==> src/rtl/cmp_pkg.sv <==
package cmp_pkg;
   localparam int REG_W = 16;
   localparam int OFF_W = 6;
   typedef logic [REG_W-1:0] reg_t;
   typedef logic [OFF_W-1:0] off_t;

   localparam off_t OFF_MODE   = 6'h00;
   localparam off_t OFF_DET    = 6'h04;
   localparam off_t OFF_STAT   = 6'h08;
   localparam off_t OFF_PWR    = 6'h0C;
   localparam off_t OFF_CTL    = 6'h10;
   localparam off_t OFF_IRAW   = 6'h14;
   localparam off_t OFF_IMSK   = 6'h18;
   localparam off_t OFF_ISTA   = 6'h1C;
   localparam off_t OFF_GDIR   = 6'h20;
   localparam off_t OFF_GLVL_A = 6'h24;
   localparam off_t OFF_GLVL_B = 6'h28;

   // slots of the plain storage bank
   localparam int IDX_MODE = 0;
   localparam int IDX_DET  = 1;
   localparam int IDX_CTL  = 2;
   localparam int IDX_IRAW = 3;
   localparam int IDX_IMSK = 4;
   localparam int IDX_ISTA = 5;
   localparam int N_PLAIN  = 6;

   localparam reg_t STATUS_RST   = 16'h0002;
   localparam int   PWR_TRIG_BIT = 7;
   localparam reg_t PWR_SET_MASK = 16'h8040;
endpackage

==> src/rtl/cmp_sync.sv <==
module cmp_sync #(
   parameter int W      = 16,
   parameter int STAGES = 2
) (
   input  logic         clk,
   input  logic         rst_n,
   input  logic [W-1:0] d,
   output logic [W-1:0] q
);
   generate
      if (STAGES < 2) begin : g_bad_stages
         $error("cmp_sync: STAGES must be at least 2");
      end
   endgenerate

   logic [STAGES-1:0][W-1:0] st;

   always_ff @(posedge clk) begin
      if (!rst_n) begin
         st <= '0;
      end else begin
         st[0] <= d;
         for (int i = 1; i < STAGES; i++) st[i] <= st[i-1];
      end
   end

   assign q = st[STAGES-1];
endmodule

==> src/rtl/cmp_ctrl_regs.sv <==
module cmp_ctrl_regs
   import cmp_pkg::*;
#(
   parameter int N = N_PLAIN
) (
   input  logic                   clk,
   input  logic                   rst_n,
   input  logic [N-1:0]           we_plain,
   input  logic                   we_pwr,
   input  reg_t                   wdata,
   output logic [N-1:0][REG_W-1:0] plain_q,
   output reg_t                   pwr_q,
   output reg_t                   stat_q
);
   generate
      for (genvar i = 0; i < N; i++) begin : g_plain
         reg_t r;
         always_ff @(posedge clk) begin
            if (!rst_n)           r <= '0;
            else if (we_plain[i]) r <= wdata;
         end
         assign plain_q[i] = r;
      end
   endgenerate

   always_ff @(posedge clk) begin
      if (!rst_n)      pwr_q <= '0;
      else if (we_pwr) pwr_q <= wdata | (wdata[PWR_TRIG_BIT] ? PWR_SET_MASK : '0);
   end

   // status is fixed: no write path
   assign stat_q = STATUS_RST;
endmodule

==> src/rtl/cmp_gpio.sv <==
module cmp_gpio #(
   parameter int GPIO_N      = 16,
   parameter int SYNC_STAGES = 2
) (
   input  logic              clk,
   input  logic              rst_n,
   input  logic              we_dir,
   input  logic              we_lvl,
   input  logic [GPIO_N-1:0] wdata,
   input  logic [GPIO_N-1:0] pin_in,
   output logic [GPIO_N-1:0] dir_q,
   output logic [GPIO_N-1:0] lvl_q,
   output logic [GPIO_N-1:0] pin_out
);
   logic [GPIO_N-1:0] in_s, prev_q, chg;

   cmp_sync #(.W(GPIO_N), .STAGES(SYNC_STAGES)) u_sync (
      .clk  (clk),
      .rst_n(rst_n),
      .d    (pin_in),
      .q    (in_s)
   );

   assign chg = in_s ^ prev_q;

   always_ff @(posedge clk) begin
      if (!rst_n) begin
         dir_q   <= '0;
         lvl_q   <= '0;
         pin_out <= '0;
         prev_q  <= '0;
      end else begin
         prev_q <= in_s;
         if (we_dir) begin
            dir_q   <= wdata;
            pin_out <= lvl_q & wdata;
         end
         if (we_lvl) begin
            // bus write overrides any pin change on this edge
            lvl_q   <= wdata & dir_q;
            pin_out <= wdata & dir_q;
         end else begin
            lvl_q <= (lvl_q & ~chg) | (in_s & chg);
         end
      end
   end
endmodule

==> src/rtl/cmp_companion_regs.sv <==
module cmp_companion_regs
   import cmp_pkg::*;
#(
   parameter int ADDR_W      = 12,
   parameter int BUS_W       = 32,
   parameter int GPIO_N      = 16,
   parameter int SYNC_STAGES = 2
) (
   input  logic              clk,
   input  logic              rst_n,
   input  logic [ADDR_W-1:0] bus_addr,
   input  logic              bus_rd,
   input  logic              bus_wr,
   input  logic [BUS_W-1:0]  bus_wdata,
   output logic [REG_W-1:0]  bus_rdata,
   output logic              bus_err,
   input  logic [GPIO_N-1:0] gpio_in,
   output logic [GPIO_N-1:0] gpio_out
);
   generate
      if (ADDR_W < OFF_W) begin : g_bad_addr
         $error("cmp_companion_regs: ADDR_W must cover the offset bits");
      end
      if (BUS_W < REG_W) begin : g_bad_bus
         $error("cmp_companion_regs: BUS_W must be at least REG_W");
      end
      if (GPIO_N < 1 || GPIO_N > REG_W) begin : g_bad_gpio
         $error("cmp_companion_regs: GPIO_N out of range");
      end
   endgenerate

   off_t                    off;
   reg_t                    wdata16, rmux;
   logic                    mapped, we_pwr, we_dir, we_lvl;
   logic [N_PLAIN-1:0]      we_plain;
   logic [N_PLAIN-1:0][REG_W-1:0] plain_q;
   reg_t                    card_pwr, card_stat;
   logic [GPIO_N-1:0]       gpio_dir, gpio_lvl;
   reg_t                    dir_ext, lvl_ext;

   assign off     = bus_addr[OFF_W-1:0];
   assign wdata16 = bus_wdata[REG_W-1:0];
   assign dir_ext = reg_t'(gpio_dir);
   assign lvl_ext = reg_t'(gpio_lvl);

   always_comb begin
      mapped   = 1'b1;
      rmux     = '0;
      we_plain = '0;
      we_pwr   = 1'b0;
      we_dir   = 1'b0;
      we_lvl   = 1'b0;
      case (off)
         OFF_MODE: begin rmux = plain_q[IDX_MODE]; we_plain[IDX_MODE] = bus_wr; end
         OFF_DET:  begin rmux = plain_q[IDX_DET];  we_plain[IDX_DET]  = bus_wr; end
         OFF_CTL:  begin rmux = plain_q[IDX_CTL];  we_plain[IDX_CTL]  = bus_wr; end
         OFF_IRAW: begin rmux = plain_q[IDX_IRAW]; we_plain[IDX_IRAW] = bus_wr; end
         OFF_IMSK: begin rmux = plain_q[IDX_IMSK]; we_plain[IDX_IMSK] = bus_wr; end
         OFF_ISTA: begin rmux = plain_q[IDX_ISTA]; we_plain[IDX_ISTA] = bus_wr; end
         OFF_PWR:  begin rmux = card_pwr;          we_pwr = bus_wr; end
         OFF_STAT: rmux = card_stat;
         OFF_GDIR: begin rmux = dir_ext;           we_dir = bus_wr; end
         OFF_GLVL_A, OFF_GLVL_B: begin rmux = lvl_ext; we_lvl = bus_wr; end
         default:  mapped = 1'b0;
      endcase
   end

   cmp_ctrl_regs #(.N(N_PLAIN)) u_ctrl (
      .clk     (clk),
      .rst_n   (rst_n),
      .we_plain(we_plain),
      .we_pwr  (we_pwr),
      .wdata   (wdata16),
      .plain_q (plain_q),
      .pwr_q   (card_pwr),
      .stat_q  (card_stat)
   );

   cmp_gpio #(.GPIO_N(GPIO_N), .SYNC_STAGES(SYNC_STAGES)) u_gpio (
      .clk    (clk),
      .rst_n  (rst_n),
      .we_dir (we_dir),
      .we_lvl (we_lvl),
      .wdata  (wdata16[GPIO_N-1:0]),
      .pin_in (gpio_in),
      .dir_q  (gpio_dir),
      .lvl_q  (gpio_lvl),
      .pin_out(gpio_out)
   );

   always_ff @(posedge clk) begin
      if (!rst_n) begin
         bus_rdata <= '0;
         bus_err   <= 1'b0;
      end else begin
         if (bus_rd) bus_rdata <= rmux;
         bus_err <= (bus_rd | bus_wr) & ~mapped;
      end
   end
endmodule

==> config.mk <==
export PLATFORM = sky130hd
export DESIGN_NAME = cmp_companion_regs
export DESIGN_NICKNAME = d
export VERILOG_FILES = /design/src/rtl/cmp_pkg.sv /design/src/rtl/cmp_sync.sv /design/src/rtl/cmp_ctrl_regs.sv /design/src/rtl/cmp_gpio.sv /design/src/rtl/cmp_companion_regs.sv
export SDC_FILE = /design/constraint.sdc
export NUM_CORES = 1
export LEC_CHECK = 0
export ABC_CLOCK_PERIOD_IN_PS = 1300
export BUFFER_PORTS_ARGS = -buffer_cell sky130_fd_sc_hd__buf_2
export CAP_MARGIN = 20
export CELL_PAD_IN_SITES_DETAIL_PLACEMENT = 1
export CELL_PAD_IN_SITES_GLOBAL_PLACEMENT = 1
export CORE_UTILIZATION = 40
export DETAILED_ROUTE_END_ITERATION = 8
export GPL_TIMING_DRIVEN = 1
export MAX_ROUTING_LAYER = met4
export PLACE_DENSITY_LB_ADDON = 0.25
export SLEW_MARGIN = 5
export SYNTH_ARGS = -nofsm -noshare
export SYNTH_HDL_FRONTEND = slang
export SYNTH_SLANG_ARGS = --single-unit
==> constraint.sdc <==
create_clock -name clk -period 1.3 [get_ports clk]
set_input_delay 0.065 -clock clk [delete_from_list [all_inputs] [get_ports clk]]
set_output_delay 0.065 -clock clk [all_outputs]
set_load 0.005 [all_outputs]
==> results of run 1 <==
-- tightest hold or removal path, stage by stage --
cell       delay (ns)
buf_2            0.18
buf_12           0.16
o2bb2ai_1        0.08
nand2_1          0.07
a21oi_1          0.05
-- metal layers --
metal  wire length, um  up-vias  GRT usage, %
li1                  -     3664             -
met1             11940     3843         29.57
met2             14250      139         44.11
met3               914       45         2.560
met4               736        0         7.240
met5                 0        -             -
-- state kept, by name (all words and copies together), names as in the netlist, named ones only --
name and flops:
bus_err 1, bus_rdata 16, u_ctrl.g_plain.r 96, u_ctrl.pwr_q 16, u_gpio.dir_q 16, u_gpio.pin_out 16, u_gpio.prev_q 16, u_gpio.u_sync.q 16
u_gpio.u_sync.st 16
-- cells in the mapped netlist (6+ instances only) --
cell type	instances	share of area (%)
dfxtp_1	225	50
nand2_1	147	6.1
nor2_1	101	4.2
mux2i_1	72	8.0
a21oi_1	69	3.8
and2_1	65	4.5
clkbuf_1	59	2.5
nand3_1	34	1.9
o21ai_0	24	1.3
buf_2	19	1.1
inv_1	19	0.79
a31oi_1	18	1.2
maj3_1	16	1.8
a32oi_1	14	1.4
mux4_2	14	3.5
and3_1	13	0.90
o2bb2ai_1	10	0.97
a221oi_1	8	0.78
a22o_1	8	0.78
a22oi_1	8	0.66
buf_4	7	0.58
o2111ai_1	6	0.58
-- power by group --
| group | internal, uW | switching (uW) |
|---|---|---|
| Sequential | 7010 | 68.9 |
| Clock | 4120 | 2790 |
| Combinational | 443 | 565 |
-- layout make-up --
type / instances / area, um2 / share of cell area [%]
Multi-Input combinational cell: 654 / 4230 / 36.36
Sequential cell: 225 / 4518 / 38.83
Tap cell: 280 / 350.3 / 3.011
Clock inverter: 5 / 52.55 / 0.4517
Inverter: 19 / 72.57 / 0.6237
Clock buffer: 39 / 748.2 / 6.431
Timing Repair Buffer: 204 / 1663 / 14.29
-- through the flow --
stage	setup slack, ns	TNS [ns]	std cells	total power, uW	utilization [%]
2_1_floorplan	0.001613	0	985	7687	-
3_3_place_gp	-0.3199	-32.81	1347	8114	47.26
3_5_place_dp	-0.3702	-40.41	1347	8134	47.26
4_1_cts	-0.1380	-0.6178	1426	15150	52.80
5_1_grt	-0.1641	-1.025	1426	15480	52.99
6_report	-0.1157	-0.5932	1426	15000	52.99
-- logic make-up (layout without fill, tap and decap cells) --
| family | after synthesis | in the layout | share of synthesized area [%] |
|---|---|---|---|
| buffers and inverters | 106 | 267 | 4.970 |
| xor gates and xnor gates | 1 | 1 | 0.09693 |
| DFF | 225 | 225 | 49.84 |
| adders and majority gates | 16 | 16 | 1.772 |
| and+or+nand+nor | 375 | 375 | 19.23 |
| AOI/OAI and AO/OA | 175 | 175 | 12.50 |
| muxes | 87 | 87 | 11.59 |
-- path summary, 6_finish.rpt --
| check | start | endpoint | slack (ns) |
|---|---|---|---|
| worst min-delay path | bus_addr[3] | bus_rdata[14]$_SDFFE_PN0P_ | 0.15 |
| worst max-delay path | u_ctrl.g_plain[4].r[5]$_SDFFE_PN0P_ | bus_rdata[5]$_SDFFE_PN0P_ | -0.12 |
| worst max register to register | u_ctrl.g_plain[4].r[5]$_SDFFE_PN0P_ | bus_rdata[5]$_SDFFE_PN0P_ | -0.12 |
| worst min register to register | u_gpio.u_sync.st[2]$_SDFF_PN0_ | u_gpio.u_sync.q[2]$_SDFF_PN0_ | 0.43 |
-- what timing repair did --
action	4_1_cts	5_1_grt
endpoints found under the setup margin	12	37
hold buffers	35	0
endpoints found under the hold margin	129	0
pin swaps	7	5
resized for setup	13	17
==> results.toml, run 1 <==
[place]
hpwl_um = 19260
portBuffers = 74
placed_cell_area_um2 = 10380
place_congestion = 0.8660

[clock_tree]
clk_pin_slew_ns = 0.06
cts_tree = "done"
cts_root_buf = "clkbuf_16"
clock_path_buffers = 3
post-cts-setup-buffers = 0
clock-sinks = 225
numCtsBuffers = 25
clk_latency_ns = 0.52
ctsHtreeMaxLevel = 1

[global_routing]
grt_max_degree = 65
first_global_vias = 8200
gr-total-overflow = 0
grtUsageTotal_pct = 24.81
grt_pass1_wl_um = 44480
grt_antenna_before_repair = 0

[finish]
fillers = 2474
antennaDiodeCount = 0
nNetsFinal = 1193
final_cell_area_um2 = 11630
final_common_cell = "dfxtp_1"
layout_common_cells = "dfxtp_1 (214), nand2_1 (147), nor2_1 (100)"
layout-drive-gt1-share_pct = 22.43
syn_to_final_growth_pct = 28.74

[power]
power.density_nw_per_um2 = 1289
ir_drop_mv = 0.9426
p_leak_uw = 0.004825

[run_status]
violations = "design-rule violations, negative setup slack"
status = "complete, but fails checks"

[floorplanning]
core-area_um2 = 21960
die_x_um = 152.3
ios = 97
start_util_pct = 41.16
row_count = 54
die_h_um = 152.3
fp.dieArea_um2 = 23200

[sta]
min_period_ns = 1.416
slew_headroom_pct = 71.49
setup_viol = 6
setup_slack_ns = -0.1157
hold_ws_ns = 0.1544
timing.fmax_ghz = 0.7064
slew_viol_final = 0
rsz0062_at_grt = "yes"
finalCritPeriodShare_pct = 108.9
hold_viol_final = 0
tightest_slew_ns = 0.4245
fin_skew_ns = 0.01233

[route]
drt-total-wl_um = 27840
drc_errors = 5
vias = 7691
wl_per_cell_um = 19.52
drtAntennaViolNets = 0
drt_iter0_drc = 365
dr.pass1.iters = 6
vias_per_cell = 5.393

[worst_setup_path]
cp-end-kind = "register"
crit_required_ns = 1.71
slowest_delay_ns = 0.49
worst-path-buf-inv = 0
startpoint_type = "register"
crit_type = "reg -> reg"
reg2reg_depth = 4
crit_arrival_ns = 1.83
slowest_stage = "mux4_2"
cp_top_family = "compound AO/OA/AOI/OAI gates"
cp_num_cells = 4
critPathMaxFanout = 2
crit_chain = "mux4_2, a32oi_2, o2111ai_1, a22o_1"

[synth]
synthArstFlopShare_pct = 0
synth-edff-count = 0
ys_ff_latch = 225
syn_nets = 1049
syn_inst = 985
syn-cell-area_um2 = 9037
syn_area_per_cell_um2 = 9.175
ys.flop_type = "dfxtp_1"
ys_seq_area_share_pct = 49.84
yosysWarnings = 0
yosysUniqueCellTypes = 43

[hold_path]
hold_path_class = "in -> reg"
holdPathStages = 5

[job]
maxCapViolations = 0
(Power assumes the default switching activity.)
==> run 2, diff against run 1 <==
--- a/config.mk
+++ b/config.mk
@@ -5,12 +5,13 @@
 export SDC_FILE = /design/constraint.sdc
 export NUM_CORES = 1
 export LEC_CHECK = 0
+export ABC_AREA = 1
 export ABC_CLOCK_PERIOD_IN_PS = 1300
 export BUFFER_PORTS_ARGS = -buffer_cell sky130_fd_sc_hd__buf_2
 export CAP_MARGIN = 20
 export CELL_PAD_IN_SITES_DETAIL_PLACEMENT = 1
 export CELL_PAD_IN_SITES_GLOBAL_PLACEMENT = 1
-export CORE_UTILIZATION = 40
+export CORE_UTILIZATION = 38
 export DETAILED_ROUTE_END_ITERATION = 8
 export GPL_TIMING_DRIVEN = 1
 export MAX_ROUTING_LAYER = met4
@@ -18,4 +19,5 @@
 export SLEW_MARGIN = 5
 export SYNTH_ARGS = -nofsm -noshare
 export SYNTH_HDL_FRONTEND = slang
+export SYNTH_HIERARCHICAL = 1
 export SYNTH_SLANG_ARGS = --single-unit
==> run 2 against run 1 <==
  * Largest cell class is now multi-input gates
  * Routed wire length increased by 20%
  * The flow now finishes without violations
  * Sequential share of layout area decreased by 3.5 points
  * Sequential power barely moved
  * Register-to-register slack improved by 0.32 ns
  * Clock-buffer cell count is 2 lower
  * Largest power group is now clock
  * Core utilization shrank 5.8 points
  * Via count is 33% higher
  * Die area grew 22%
==> results.toml, run 2 <==
[run_status]
status = "finished, final reports clean"

[worst_setup_path]
worst-path-buf-inv = 1
crit_type = "reg -> out"
crit_chain = "buf_2"
slowest_stage = "dfxtp_1"
cp_top_family = "flip-flops"
crit_arrival_ns = 1.09
crit_required_ns = 1.24
reg2reg_depth = 6
slowest_delay_ns = 0.40
cp-end-kind = "output pin"
startpoint_type = "register"
critPathMaxFanout = 2
cp_num_cells = 1

[route]
wl_per_cell_um = 16.18
vias_per_cell = 4.931
drtAntennaViolNets = 0
drt_iter0_drc = 567
dr.pass1.iters = 7
vias = 10197
drt-total-wl_um = 33460
drc_errors = 0

[synth]
ys_ff_latch = 225
synthArstFlopShare_pct = 0
yosysWarnings = 6
syn_inst = 1599
synth.top_cell.area_share_pct = 42.95
syn-cell-area_um2 = 10490
synth_top_area_cell = "dfxtp_1"
ys_top_cells_by_area = "dfxtp_1 (43%), nand2_1 (16%), nor2_1 (13%), inv_1 (5.5%), nand3_1 (5.1%)"
yosys-top-cells-count = "nand2_1 (453), nor2_1 (359), dfxtp_1 (225)"
yosysMostFrequentCell = "nand2_1"
syn_area_per_cell_um2 = 6.558
yosysUniqueCellTypes = 29
synth-edff-count = 0
ys.flop_type = "dfxtp_1"
ys_seq_area_share_pct = 42.95

[finish]
layout_common_cells = "nand2_1 (453), nor2_1 (356), dfxtp_1 (225)"
syn_to_final_growth_pct = 21.66
nNetsFinal = 1772
instances_no_fill = 2068
final_common_cell = "nand2_1"
fillers = 3545
antennaDiodeCount = 0
fin_util_pct = 47.20
layout-drive-gt1-share_pct = 13.84
top_register = "u_ctrl/g_plain.r"
largest_reg_flops = 96

[clock_tree]
numCtsBuffers = 26
clk_pin_slew_ns = 0.06
cts_resized = 0
clock-sinks = 225
post-cts-setup-buffers = 0
clock_path_buffers = 3
ctsHtreeMaxLevel = 1
clk_latency_ns = 0.53
cts-hold-fix-buffers = 35
cts_root_buf = "clkbuf_16"
cts_tree = "done"

[global_routing]
grt_max_degree = 66
first_global_vias = 10733
gr-total-overflow = 0
grt_antenna_before_repair = 0
grtUsageTotal_pct = 24.62
grt_pass1_wl_um = 54260

[power]
combPwrFrac_pct = 7.3
power.density_nw_per_um2 = 1274
ir_drop_mv = 0.8603
p_leak_uw = 0.006018
p_clk_share_pct = 49.0
power.internal_uw = 12420
switching_share_pct = 23.61
switching_power_uw = 3838
p_seq_share_pct = 43.7

[place]
hpwl_um = 22660
place_congestion = 0.8233
portBuffers = 74
dp_cells = 1986
post-place-ws_ns = -0.2076

[floorplanning]
core-area_um2 = 27030
die_x_um = 168.1
die_h_um = 168.1
row_count = 60
ios = 97
start_util_pct = 38.80
fp.dieArea_um2 = 28260

[sta]
hold_viol_final = 0
slew_viol_final = 0
rsz0062_at_grt = "no"
timing.fmax_ghz = 0.8660
slew_headroom_pct = 55.98
setup_viol = 0
min_period_ns = 1.155
setup_tns_ns = 0
tightest_slew_ns = 0.6596
setup_slack_ns = 0.1453
fin_skew_ns = 0.008251
finalCritPeriodShare_pct = 88.82

[hold_path]
holdPathStages = 7
hold_path_class = "in -> reg"

[job]
maxCapViolations = 0
run 2: cell types whose count changed after synthesis, moves of 20 or more:
cell,before,now
a21oi_1,69,49
nand2_1,147,453
buf_2,19,55
and2_1,65,0
clkbuf_1,59,14
nor2_1,101,359
mux2i_1,72,0
nand3_1,34,106
inv_1,19,155
buf_4,7,38
nand4_1,0,56
run 2: layer usage:
metal  up-vias  GRT usage (%)  wire length, um
met5         -              -                0
met4         0          7.549              931
met3        61          3.009              928
met2       148          44.58            17010
met1      4909          28.27            14580
li1       5079              -                -
run 2: layout make-up:
type	count	area, um2	share of cell area, %
multi-input cells	1105	4736	37.12
flip-flops and latches	225	4504	35.31
repair buffers	183	1520	11.92
clock buffers	37	783.3	6.140
inverters	167	636.9	4.992
well taps	341	426.7	3.344
clock inverters	10	150.1	1.177
run 2: through the flow:
stage / hold WS [ns] / instance area, um2 / total power [uW]
floorplan: 0.1585 / 10560 / 7923
global placement: 0.2441 / 11470 / 8321
detailed placement: 0.2550 / 11470 / 8352
CTS: 0.1929 / 12760 / 16400
global route: 0.2341 / 12760 / 16870
finish: 0.1943 / 12760 / 16260
run 2: worst min-delay path: cells and delay by family:
kind	cells	cell delay, ns
compound gates	1	0.08
simple gates	5	0.39
buf+inv	1	0.14
run 2: cells by family (layout without fill, tap and decap cells):
logic type,Yosys count,in the layout,share of synthesized area [%]
compound gates,92,92,4.856
flops,225,225,42.95
buf+inv,283,397,12.80
other cells,2,16,0.07162
simple gates,997,997,39.32
run 2: power groups by stage:
stage / clock, uW / combinational, uW / sequential [uW]
after global routing: 8450 / 1310 / 7110
after floorplan: 0 / 698 / 7230
after detailed placement: 0 / 1100 / 7260
after global placement: 0 / 1070 / 7250
final: 7970 / 1190 / 7100
after CTS: 8120 / 1180 / 7100
run 2: worst paths after layout:
| path | from | to | slack [ns] |
|---|---|---|---|
| worst max-delay path | bus_rdata[7]$_SDFFE_PN0P_ | bus_rdata[7] | 0.15 |
| worst min-delay path | bus_addr[3] | bus_err$_SDFF_PN0_ | 0.19 |
| worst max register to register | u_ctrl/g_plain[1].r[0]$_SDFFE_PN0P_ | bus_rdata[0]$_SDFFE_PN0P_ | 0.20 |
| worst min register to register | u_gpio/u_sync/st[10]$_SDFF_PN0_ | u_gpio/u_sync/q[10]$_SDFF_PN0_ | 0.41 |
